==> src/rtl/pg_pkg.sv <==
package pg_pkg;
  typedef enum logic {
    PG_MODE_UV_ONLY = 1'b0,
    PG_MODE_WINDOW  = 1'b1
  } pg_mode_e;

  // Validity of one channel from its comparators and enable.
  function automatic logic pg_judge(input logic en, input logic uv,
                                    input logic ov, input pg_mode_e mode);
    logic over_bad;
    over_bad = (mode == PG_MODE_WINDOW) ? ov : 1'b0;
    return en & ~uv & ~over_bad;
  endfunction

  // Next value of a sticky flag: an unmasked event wins over a clear.
  function automatic logic pg_flag_next(input logic cur, input logic clr,
                                        input logic set_evt);
    return (cur & ~clr) | set_evt;
  endfunction
endpackage

==> src/rtl/pg_valid_eval.sv <==
module pg_valid_eval
  import pg_pkg::*;
#(
  parameter int N_CH = 2
) (
  input  logic            win_mode,
  input  logic [N_CH-1:0] reg_en,
  input  logic [N_CH-1:0] uv_cmp,
  input  logic [N_CH-1:0] ov_cmp,
  output logic [N_CH-1:0] valid
);
  pg_mode_e mode;
  assign mode = pg_mode_e'(win_mode);

  for (genvar g = 0; g < N_CH; g++) begin : g_ch
    always_comb valid[g] = pg_judge(reg_en[g], uv_cmp[g], ov_cmp[g], mode);
  end
endmodule

==> src/rtl/pg_edge_det.sv <==
module pg_edge_det #(
  parameter int N_CH = 2
) (
  input  logic            clk,
  input  logic            rst_n,
  input  logic [N_CH-1:0] valid,
  output logic [N_CH-1:0] rise_evt,
  output logic [N_CH-1:0] fall_evt
);
  logic [N_CH-1:0] valid_q;

  always_ff @(posedge clk or negedge rst_n) begin
    if (!rst_n) valid_q <= '0;
    else        valid_q <= valid;
  end

  assign rise_evt = valid & ~valid_q;
  assign fall_evt = ~valid & valid_q;
endmodule

==> src/rtl/pg_flag_bank.sv <==
module pg_flag_bank
  import pg_pkg::*;
#(
  parameter int N_CH = 2
) (
  input  logic            clk,
  input  logic            rst_n,
  input  logic [N_CH-1:0] rise_evt,
  input  logic [N_CH-1:0] fall_evt,
  input  logic [N_CH-1:0] mask_rise,
  input  logic [N_CH-1:0] mask_fall,
  input  logic [N_CH-1:0] flag_clr,
  output logic [N_CH-1:0] set_evt,
  output logic [N_CH-1:0] flag
);
  assign set_evt = (rise_evt & ~mask_rise) | (fall_evt & ~mask_fall);

  for (genvar g = 0; g < N_CH; g++) begin : g_flag
    always_ff @(posedge clk or negedge rst_n) begin
      if (!rst_n) flag[g] <= 1'b0;
      else        flag[g] <= pg_flag_next(flag[g], flag_clr[g], set_evt[g]);
    end
  end
endmodule

==> src/rtl/pwrgood_irq.sv <==
module pwrgood_irq #(
  parameter int N_CH  = 2,
  parameter int N_EXT = 1
) (
  input  logic             clk,
  input  logic             rst_n,
  input  logic             win_mode,
  input  logic [N_CH-1:0]  reg_en,
  input  logic [N_CH-1:0]  uv_cmp,
  input  logic [N_CH-1:0]  ov_cmp,
  input  logic [N_CH-1:0]  mask_rise,
  input  logic [N_CH-1:0]  mask_fall,
  input  logic [N_CH-1:0]  flag_clr,
  input  logic [N_EXT-1:0] ext_flags,
  output logic [N_CH-1:0]  pg_stat,
  output logic [N_CH-1:0]  pg_flag,
  output logic             irq_req
);
  logic [N_CH-1:0] valid_now;
  logic [N_CH-1:0] rise_evt;
  logic [N_CH-1:0] fall_evt;
  logic [N_CH-1:0] set_evt;

  pg_valid_eval #(.N_CH(N_CH)) u_eval (
    .win_mode (win_mode),
    .reg_en   (reg_en),
    .uv_cmp   (uv_cmp),
    .ov_cmp   (ov_cmp),
    .valid    (valid_now)
  );

  pg_edge_det #(.N_CH(N_CH)) u_edge (
    .clk      (clk),
    .rst_n    (rst_n),
    .valid    (valid_now),
    .rise_evt (rise_evt),
    .fall_evt (fall_evt)
  );

  pg_flag_bank #(.N_CH(N_CH)) u_flags (
    .clk       (clk),
    .rst_n     (rst_n),
    .rise_evt  (rise_evt),
    .fall_evt  (fall_evt),
    .mask_rise (mask_rise),
    .mask_fall (mask_fall),
    .flag_clr  (flag_clr),
    .set_evt   (set_evt),
    .flag      (pg_flag)
  );

  assign pg_stat = valid_now;
  assign irq_req = (|pg_flag) | (|ext_flags);
endmodule

==> config.mk <==
export PLATFORM = sky130hd
export DESIGN_NAME = pwrgood_irq
export DESIGN_NICKNAME = d
export VERILOG_FILES = /design/src/rtl/pg_pkg.sv /design/src/rtl/pg_valid_eval.sv /design/src/rtl/pg_edge_det.sv /design/src/rtl/pg_flag_bank.sv /design/src/rtl/pwrgood_irq.sv
export SDC_FILE = /design/constraint.sdc
export NUM_CORES = 1
export LEC_CHECK = 0
export CAP_MARGIN = 10
export CELL_PAD_IN_SITES_DETAIL_PLACEMENT = 0
export CELL_PAD_IN_SITES_GLOBAL_PLACEMENT = 1
export CORE_AREA = 2 2 39 41
export CTS_CLUSTER_SIZE = 8
export DETAILED_ROUTE_END_ITERATION = 8
export DIE_AREA = 0 0 41 43
export PLACE_DENSITY = 0.78
export SYNTH_ARGS = -nofsm -noshare
export SYNTH_HDL_FRONTEND = slang
export SYNTH_HIERARCHICAL = 1
export SYNTH_SLANG_ARGS = --single-unit
==> constraint.sdc <==
create_clock -name clk -period 1.7 [get_ports clk]
set_clock_uncertainty 0.2 [all_clocks]
set_input_delay 0.34 -clock clk [delete_from_list [all_inputs] [get_ports clk]]
set_output_delay 0.34 -clock clk [all_outputs]
set_load 0.005 [all_outputs]
======== Yosys cells after proc, flatten, opt, wreduce, memory -nomap -nowiden ========
Index checks and enable logic that the tools add are counted.
storage, ports and cells
  register bits after elaboration ......... 4
  bits of input ports ..................... 16
  output and inout port bits .............. 5
cells by class
  bitwise operators ....................... 24
  reductions and logical operators ........ 1
  muxes and demuxes ....................... 2
operators with widths
  cell              count
  $and A2 B2 Y2     4
  $not A2 Y2        4
  $and A1 B1 Y1     6
  $not A1 Y1        6
  $or A1 B1 Y1      3
  $mux W1           2
  $or A2 B2 Y2      1
  $reduce_or A2 Y1  1

======== Logic depth before layout (Yosys ltp) ========
  depth in word-level cells ............... 8
  depth in mapped cells ................... 5
  gate-level depth less buffers ........... 5

======== Modules after synthesis ========
Netlist, hierarchy kept.
modules (own cells, without submodules)
  module         instances  area an instance (µm²)  cells each
  pg_flag_bank   1          120.1                   12
  pg_edge_det    1          85.1                    6
  pg_valid_eval  1          22.5                    4
  pwrgood_irq    1          6.3                     1

======== Worst setup path after synthesis ========
Ideal clock, no wire load.
  path kind ............................... in2reg
  start ................................... input reg_en[0]
  end ..................................... register u_flags.flag[0]
  cell stages on the path ................. 5
  slack ................................... 0.236 ns
  data arrival time ....................... 1.135 ns
  data required time ...................... 1.371 ns
  cell sequence ........................... inv_1 a211oi_1 and2b_2 inv_1 o221ai_2
between the ends
  cells in the longest elaborated chain, start to end .. 7
  elaborated cells on any way between the ends .. 9
  classes of those cells .................. 9 x bitwise
RTL lines
  element                         line                source
  start: declaration              pwrgood_irq.sv:8    input logic [N_CH-1:0] reg_en,
  $and A1 B1 Y1 (2 in a row)      pg_pkg.sv:12        return en & ~uv & ~over_bad;
  net pg_stat[0]                  pwrgood_irq.sv:15   output logic [N_CH-1:0] pg_stat,
  $not A2 Y2                      pg_edge_det.sv:18   assign fall_evt = ~valid & valid_q;
  $and A2 B2 Y2                   pg_edge_det.sv:18
  net fall_evt[0]                 pwrgood_irq.sv:21   logic [N_CH-1:0] fall_evt;
  $and A2 B2 Y2                   pg_flag_bank.sv:16  assign set_evt = (rise_evt & ~mask_rise) | (fall_evt & ~mask_fall);
  $or A2 B2 Y2                    pg_flag_bank.sv:16
  $or A1 B1 Y1                    pg_pkg.sv:18        return (cur & ~clr) | set_evt;
  end signal: indexed assignment  pg_flag_bank.sv:21  else flag[g] <= pg_flag_next(flag[g], flag_clr[g], set_evt[g]);
  end: declaration                pg_flag_bank.sv:14  output logic [N_CH-1:0] flag
The timed path passes the listed nets, and every way through them passes these cells.

======== Worst setup path after layout ========
  start ................................... input uv_cmp[0]
  end ..................................... output pg_stat[0]
between the ends
  cells in the longest elaborated chain, start to end .. 3
RTL lines
  element                     line               source
  start: declaration          pwrgood_irq.sv:9   input logic [N_CH-1:0] uv_cmp,
  $not A1 Y1                  pg_pkg.sv:12
  $and A1 B1 Y1 (2 in a row)  pg_pkg.sv:12
  end: declaration            pwrgood_irq.sv:15
No other way between the ends.

==> reports/qor.yml <==
antenna_found_initial: 0
cp-end-kind: "output pin"
swShare: 0.2157
outcome: "complete, no violations"
clkSinkCount: 4
crit_path_top_delay_cell: "clkdlybuf4s50_1"
multi_input_area_sq_um: 108.9
worst_slew_pin_slew_ns: 0.2027
intPower_uw: 241.0
startpoint_type: "input pin"
timing.final.hold_violations: 0
cts_buffers: 3
core-area_sq_um: 1384
die_x_um: 41
dieArea_sq_um: 1763
drive_gt1_frac: 0.3878
grt_pass1_vias: 260
syn_area_sq_um: 221.5
setup_tns_ns: 0
vias: 252
stdcell_area_sq_um: 494.2
dieHeight_um: 43
critPathArrivalTime_ns: 1.08
path_max_fanout: 2
final_max_slew_viol_count: 0
rsz0062_at_grt: "false"
combPwrFrac: 0.273
worst_slack_ns: 0.07516
ant_nets: 0
io_pins: 21
cap_violations: 0
period_needed_ns: 1.625
grt.total_usage: 0.08249
port_buffers: 20
clk_latency_ns: 0.23
initial_utilization: 0.1600
grt_max_degree: 5
leakagePower_nw: 0.2552
syn_inst: 21
syn_to_final_growth_pct: 123.2
crit_chain: "clkdlybuf4s50_1 -> a211oi_2 -> buf_2"
synth_nets: 37
cts_max_path_buffers: 2
clkPwrFrac: 0.380
post_dp_cell_area_sq_um: 471.7
final_nets: 67
path_buf_inv: 2
routedWlPerCell_um: 8.169
fillers: 147
area.sequential_sq_um: 100.1
grt_pass1_wl_um: 903
clockRootBuffer: "clkbuf_4"
fp-row-count: 14
cts_max_level: 1
power_frac_seq: 0.346
hpwl_um: 440.6
utilization: 0.3571
place_congestion: 0.5247
power_switching_uw: 66.28
routed_via_density: 3.877
first_pass_iters: 1
cts.reportedPaths.clkPinSlew_ns: 0.04
drcViolationCount: 0
worstPathRequired_ns: 1.16
wirelength_um: 531
critPathKind: "input pin to output pin"
relSlewSlack: 0.8646
cts_tree: "built"
fin_crit_sh: 0.9558
fmax_ghz: 0.6154
dp_slack_ns: -0.5445
overflow: 0
antenna_cells: 0
power_density_nw_per_um2: 621.6
hp-class: "input pin to async pin"
critical-path-top-delay-family: "buffers and inverters"
setup_violations: 0
drtIter0Drc: 0
synth.avg_cell_area_sq_um: 10.55
crit_path_max_incr_delay_ns: 0.41
ys.warnings.count: 6
peakVddDrop_mv: 0.1775
[flip-flops by register name, indices dropped and copies added (netlist names)]
signal	count
u_flags/flag	2
u_edge/valid_q	2
[timing repair]
action | 4_1_cts | 5_1_grt
setup buffers | 1 | 0
endpoints found under the setup margin | 7 | 3
hold buffers | 0 | 0
resized for setup | 20 | 2
pin swaps | 2 | 2
[final cells by class]
type	instances	share of cell area
clock buffers	3	0.04557
inverters	6	0.04557
flip-flops and latches	4	0.2025
repair buffers	25	0.4456
well taps	16	0.04051
multi-input cells	11	0.2203
[metrics by stage]
| stage | cells | hold slack (ns) | power [mW] |
|---|---|---|---|
| floorplan | 21 | -0.1556 | 0.1311 |
| global placement | 61 | 0.3569 | 0.2005 |
| detailed placement | 61 | 0.3663 | 0.2021 |
| CTS | 65 | 0.1154 | 0.3179 |
| global route | 65 | 0.1318 | 0.3308 |
| finish | 65 | 0.1179 | 0.3072 |
[worst paths after layout]
check	startpoint	to	slack, ns	cells past startpoint
worst max-delay path	uv_cmp[0]	pg_stat[0]	0.08	3
worst min-delay path	rst_n	u_flags/flag[0]	0.12	1
worst max register to register	u_edge/valid_q[0]	u_flags/flag[0]	0.66	3
worst min register to register	u_flags/flag[1]	u_flags/flag[1]	0.39	3
max in group asynchronous	rst_n	u_flags/flag[1]	1.01	1
min in group clk	ov_cmp[0]	u_edge/valid_q[0]	0.36	3
[power by group through the flow]
| stage | sequential (mW) | clock, mW | combinational, mW |
|---|---|---|---|
| 2_1_floorplan | 0.109 | 0 | 0.0219 |
| 3_3_place_gp | 0.108 | 0 | 0.0930 |
| 3_5_place_dp | 0.108 | 0 | 0.0942 |
| 4_1_cts | 0.107 | 0.125 | 0.0867 |
| 5_1_grt | 0.107 | 0.130 | 0.0936 |
| 6_report | 0.106 | 0.117 | 0.0839 |
[metal layers]
layer / global-route usage / routed length (um)
met5: 0 / 0
met4: 0.1000 / 0
met3: 0.03141 / 70
met2: 0.1250 / 281
met1: 0.06796 / 180
[worst register-to-register path, delay by kind of cell (launching register included)]
family	cells	cell delay, ns
AO/OA/AOI/OAI	1	0.16
buffers and inverters	1	0.04
flip-flops	1	0.36
AND/OR/NAND/NOR	1	0.20
[cells in the final DEF (no fill, tap or decap)]
master	n
clkbuf_4	3
dlymetal6s2s_1	2
a211oi_2	2
clkdlybuf4s50_1	9
dlygate4sd2_1	6
buf_2	3
buf_4	5
or3_1	1
inv_1	6
nand2b_1	2
dfrtp_1	4
and2b_2	4
o221ai_2	2
No activity file was read; power rests on OpenSTA's default activity.
